`src/rtl/ssf_pkg.sv`:
```
package ssf_pkg;
  localparam int NFLAG   = 4;
  localparam int F_RDRF  = 0;
  localparam int F_PAR   = 1;
  localparam int F_FRM   = 2;
  localparam int F_RET   = 3;
endpackage

```
`src/rtl/ssf_flag_cell.sv`:
```
module ssf_flag_cell (
  input  logic clk,
  input  logic clr_all,
  input  logic set_ev,
  input  logic rd_stb,
  input  logic wr_zero,
  output logic flag
);
  logic mark;
  logic take_clear;

  assign take_clear = wr_zero & mark & ~set_ev;

  always_ff @(posedge clk) begin
    if (clr_all) begin
      flag <= 1'b0;
      mark <= 1'b0;
    end else begin
      flag <= set_ev | (flag & ~take_clear);
      if (take_clear)
        mark <= 1'b0;
      else if (rd_stb && flag)
        mark <= 1'b1;
    end
  end

  a_r8_mark_needs_flag: assert property (@(posedge clk) disable iff (clr_all)
    mark |-> flag);
  a_r10_set_wins: assert property (@(posedge clk) disable iff (clr_all)
    set_ev |=> flag);
  a_r9_mark_consumed: assert property (@(posedge clk) disable iff (clr_all)
    (wr_zero && mark && !set_ev) |=> (!flag && !mark));
  a_r8_no_blind_clear: assert property (@(posedge clk) disable iff (clr_all)
    (wr_zero && !mark && flag) |=> flag);
endmodule

```
`src/rtl/ssf_event_gate.sv`:
```
module ssf_event_gate
  import ssf_pkg::*;
(
  input  logic             sc_mode,
  input  logic             sync_mode,
  input  logic             rx_en,
  input  logic             tx_en,
  input  logic             frame_vld,
  input  logic             par_bad,
  input  logic             frm_bad,
  input  logic             err_stb,
  input  logic             err_line,
  input  logic             par_q,
  output logic [NFLAG-1:0] set_vec,
  output logic             accept,
  output logic             rx_ok,
  output logic             tx_ok
);
  logic frm_count;

  assign rx_ok     = rx_en & ~par_q;
  assign tx_ok     = tx_en & ~(sync_mode & par_q);
  assign accept    = frame_vld & rx_ok;
  assign frm_count = frm_bad & ~sc_mode;

  always_comb begin
    set_vec         = '0;
    set_vec[F_RDRF] = accept & ~par_bad & ~frm_count;
    set_vec[F_PAR]  = accept & par_bad;
    set_vec[F_FRM]  = accept & frm_count;
    set_vec[F_RET]  = sc_mode & err_stb & ~err_line;
  end
endmodule

```
`src/rtl/serial_flag_ctrl.sv`:
```
module serial_flag_ctrl
  import ssf_pkg::*;
(
  input  logic             clk,
  input  logic             rst,
  input  logic             standby,
  input  logic             sc_mode,
  input  logic             sync_mode,
  input  logic             rx_en,
  input  logic             tx_en,
  input  logic             frame_vld,
  input  logic             par_bad,
  input  logic             frm_bad,
  input  logic             err_stb,
  input  logic             err_line,
  input  logic             reg_rd,
  input  logic             reg_wr,
  input  logic [NFLAG-1:0] reg_wdata,
  output logic [NFLAG-1:0] reg_rdata,
  output logic [NFLAG-1:0] flags,
  output logic             rdrf,
  output logic             rdr_we,
  output logic             rx_allow,
  output logic             tx_allow
);
  logic             clr_all;
  logic [NFLAG-1:0] set_vec;
  logic             accept;

  assign clr_all = rst | standby;

  ssf_event_gate u_gate (
    .sc_mode   (sc_mode),
    .sync_mode (sync_mode),
    .rx_en     (rx_en),
    .tx_en     (tx_en),
    .frame_vld (frame_vld),
    .par_bad   (par_bad),
    .frm_bad   (frm_bad),
    .err_stb   (err_stb),
    .err_line  (err_line),
    .par_q     (flags[F_PAR]),
    .set_vec   (set_vec),
    .accept    (accept),
    .rx_ok     (rx_allow),
    .tx_ok     (tx_allow)
  );

  for (genvar i = 0; i < NFLAG; i++) begin : g_flag
    ssf_flag_cell u_cell (
      .clk     (clk),
      .clr_all (clr_all),
      .set_ev  (set_vec[i]),
      .rd_stb  (reg_rd),
      .wr_zero (reg_wr & ~reg_wdata[i]),
      .flag    (flags[i])
    );
  end

  assign rdrf = flags[F_RDRF];

  always_ff @(posedge clk) begin
    if (clr_all) begin
      rdr_we    <= 1'b0;
      reg_rdata <= '0;
    end else begin
      rdr_we <= accept;
      if (reg_rd)
        reg_rdata <= flags;
    end
  end

  a_r1_clear_all: assert property (@(posedge clk)
    clr_all |=> (flags == '0 && !rdr_we && reg_rdata == '0));
  a_r4_rx_blocked: assert property (@(posedge clk) disable iff (clr_all)
    flags[F_PAR] |-> !rx_allow);
  a_r2_par_stores_data: assert property (@(posedge clk) disable iff (clr_all)
    $rose(flags[F_PAR]) |-> (rdr_we && !$rose(flags[F_RDRF])));
  a_r7_no_frm_in_sc: assert property (@(posedge clk) disable iff (clr_all)
    $rose(flags[F_FRM]) |-> !$past(sc_mode));
  a_r6_ret_on_low_line: assert property (@(posedge clk) disable iff (clr_all)
    $rose(flags[F_RET]) |-> ($past(sc_mode) && !$past(err_line)));
endmodule

```
`config.mk`:
```
export PLATFORM = sky130hd
export DESIGN_NAME = serial_flag_ctrl
export DESIGN_NICKNAME = d
export VERILOG_FILES = /design/src/rtl/ssf_pkg.sv /design/src/rtl/ssf_flag_cell.sv /design/src/rtl/ssf_event_gate.sv /design/src/rtl/serial_flag_ctrl.sv
export SDC_FILE = /design/constraint.sdc
export NUM_CORES = 1
export LEC_CHECK = 0
export ABC_AREA = 1
export CORE_MARGIN = 2
export CORE_UTILIZATION = 37
export DETAILED_ROUTE_END_ITERATION = 6
export PLACE_DENSITY_LB_ADDON = 0.1
export SLEW_MARGIN = 20
export SYNTH_ARGS = -nofsm -noshare
export SYNTH_HDL_FRONTEND = slang
export SYNTH_SLANG_ARGS = --single-unit
```
`constraint.sdc`:
```
create_clock -name clk -period 1.1 [get_ports clk]
set_input_delay 0.33 -clock clk [delete_from_list [all_inputs] [get_ports clk]]
set_output_delay 0.33 -clock clk [all_outputs]
set_load 0.02 [all_outputs]
```
==> results.sh <==
export IMPL_cp_data_arrival_time_ns=0.89
export IMPL_numClockSinks=13
export IMPL_clock_path_buffers=2
export IMPL_drive_above_1_share_pct=37.2
export IMPL_syn_area_sq_um=573
export IMPL_final_common_cell="buf_4"
export IMPL_violations="negative setup slack"
export IMPL_n_antenna_cell=0
export IMPL_required_ns=0.77
export IMPL_p_clk_share_pct=31.1
export IMPL_fillers=158
export IMPL_drv_cap=0
export IMPL_hpwlAfterDp_um=976
export IMPL_fin_worst_skew_ns=0.00795
export IMPL_detail_route_wl_per_cell_um=9.29
export IMPL_powerDensity_nw_per_um2=983
export IMPL_firstDrtPassIters=4
export IMPL_leakagePower_nw=0.420
export IMPL_swShare_pct=23.8
export IMPL_setup_viol=3
export IMPL_globalRouteOverflowTotal=0
export IMPL_critPathCaptureType="output pin"
export IMPL_holdBufCountCts=0
export IMPL_clk_pin_slew_ns=0.08
export IMPL_cts_htree_levels=1
export IMPL_die_area_sq_um=1880
export IMPL_cts_tree="yes"
export IMPL_area_growth_syn_to_layout_pct=64.4
export IMPL_netlist_area_leader_share_pct=45.4
export IMPL_p_comb_share_pct=17.2
export IMPL_layout_common_cells="buf_4 (18), nor2_1 (16), nand2_1 (12)"
export IMPL_ys_seq_area_share_pct=45.4
export IMPL_internal_power_uw=706
export IMPL_tightestPinTransition_ns=0.170
export IMPL_drt_iter0_drc=7
export IMPL_start_kind="flop"
export IMPL_vias_per_cell=4.47
export IMPL_outcome="finished with violations"
export IMPL_die_h_um=43.4
export IMPL_clkLatencyLatePin_ns=0.27
export IMPL_path_class="reg2out"
export IMPL_io_pins=30
export IMPL_grt_max_degree=8
export IMPL_yosysUniqueCellTypes=18
export IMPL_ant_nets=0
export IMPL_gp_congestion=0.795
export IMPL_ys_ff_latch=13
export IMPL_coreArea_sq_um=1470
export IMPL_fmax_mhz=822
export IMPL_post_place_ws_ns=-0.774
export IMPL_drc=0
export IMPL_slew_headroom_pct=88.6
export IMPL_synth_warnings=0
export IMPL_rsz0062_at_grt="yes"
export IMPL_critPathBufInv=1
export IMPL_crit_chain="a21boi_2 > buf_4"
export IMPL_finalHoldViolCount=0
export IMPL_critPathSlowestCell="dfxtp_2"
export IMPL_grt_pass1_wl_um=2050
export IMPL_critPathTopFamily="flip-flops"
export IMPL_numCtsBuffers=3
export IMPL_grt_pass1_vias=505
export IMPL_fin_crit_sh_pct=111
export IMPL_maxSlewViolCount=0
export IMPL_yosys_top_cells_area="dfxtp_1 (45%), nor2_1 (10%), nand2_1 (9.2%), a21oi_1 (7.0%), buf_4 (5.2%)"
export IMPL_syn_inst=75
export IMPL_p_sw_uw=221
export IMPL_antenna_found_initial=0
export IMPL_wl_um=1200
export IMPL_portBuffers=29
export IMPL_vias=577
export IMPL_clockRootBuffer="clkbuf_4"
export IMPL_start_util_pct=38.9
export IMPL_syn_nets=93
export IMPL_slowest_delay_ns=0.35
export IMPL_hold_class="in2reg"
export IMPL_fin_ws_ns=-0.117
export IMPL_globalRouteTotalUtil_pct=14.5
export IMPL_seq_power_share_pct=51.7
export IMPL_die_w_um=43.4
export IMPL_period_needed_ns=1.22
export IMPL_ir_drop_v=0.000689
export IMPL_tns_ns=-0.237
export IMPL_synth_top_cell_by_area="dfxtp_1"
export IMPL_row_count=14
export IMPL_avgSynthCellArea_sq_um=7.64
export IMPL_cp_max_fo=4
export IMPL_fin_nets=132
[layout make-up]
cell class | instances | area (sq um) | area share, %
clock buffers | 4 | 26.3 | 2.79
inverters | 7 | 26.3 | 2.79
multi-input cells | 50 | 264 | 28.0
flip-flops and latches | 13 | 268 | 28.4
well taps | 16 | 20.0 | 2.12
repair buffers | 39 | 338 | 35.9
[stage by stage]
step           area, sq um  util, %  hold slack (ns)  power, mW  instances
6_report               942     64.0            0.436      0.927        129
5_1_grt                942     64.0            0.477      0.977        129
4_1_cts                908     61.7            0.471      0.940        129
3_5_place_dp           923     62.8            0.458      0.656        125
3_3_place_gp           923     62.8            0.450      0.654        125
2_1_floorplan          573        -            0.451      0.552         75
[flip-flops by register name, summed over array words and instances (netlist names)]
register and count:
g_flag.u_cell.mark 4, g_flag.u_cell.flag 4, rdr_we 1, reg_rdata 4
[power groups by stage]
stage	logic, mW	registers [mW]	clock network (mW)
2_1_floorplan	0.0583	0.493	0
3_3_place_gp	0.165	0.489	0
3_5_place_dp	0.166	0.490	0
4_1_cts	0.157	0.479	0.304
5_1_grt	0.174	0.480	0.323
6_report	0.159	0.479	0.288
[path summary, 6_finish.rpt]
check	startpoint	end	slack [ns]	depth (start not counted)
worst max-delay path	g_flag[1].u_cell.flag$_SDFF_PP0_	tx_allow	-0.12	2
worst min-delay path	frame_vld	g_flag[1].u_cell.flag$_SDFF_PP0_	0.44	3
worst max register to register	g_flag[1].u_cell.flag$_SDFF_PP0_	g_flag[0].u_cell.flag$_SDFF_PP0_	0.09	6
worst min register to register	reg_rdata[0]$_SDFFE_PP0P_	reg_rdata[0]$_SDFFE_PP0P_	0.46	2
[layer usage]
layer | global-route usage [%] | vias to the layer above | share of wire, %
li1 | - | 311 | -
met1 | 19.2 | 246 | 44
met2 | 22.4 | 20 | 48
met3 | 2.92 | 0 | 7.8
met4 | 7.27 | 0 | 0
met5 | 0 | - | 0
[Yosys cell counts (all sizes together)]
master and n:
a21boi 1, a21oi 8, a31oi 1, buf 5, dfxtp 13, inv 7
nand2 14, nand3 2, nand3b 2, nor2 18, o21ai 3, o21bai 1
[worst reg2reg max path, stage by stage (launching register included)]
cell	delay, ns
dfxtp_2	0.35
buf_4	0.14
inv_2	0.06
nand3_4	0.09
o21bai_2	0.14
nand2_1	0.07
nor2_1	0.10
[what timing repair did]
item,CTS,global route
resized for setup,62,14
setup endpoints to repair,18,17
setup buffers,0,0
pin swaps,2,1
[cell families (layout without fill, tap and decap cells)]
| family | count (synthesis) | after routing | synth area share, % |
|---|---|---|---|
| DFF | 13 | 13 | 45.4 |
| and+or+nand+nor | 36 | 36 | 29.3 |
| buffers and inverters | 12 | 50 | 10.7 |
| AOI/OAI and AO/OA | 14 | 14 | 14.6 |
No activity file was read; power rests on OpenSTA's default activity.
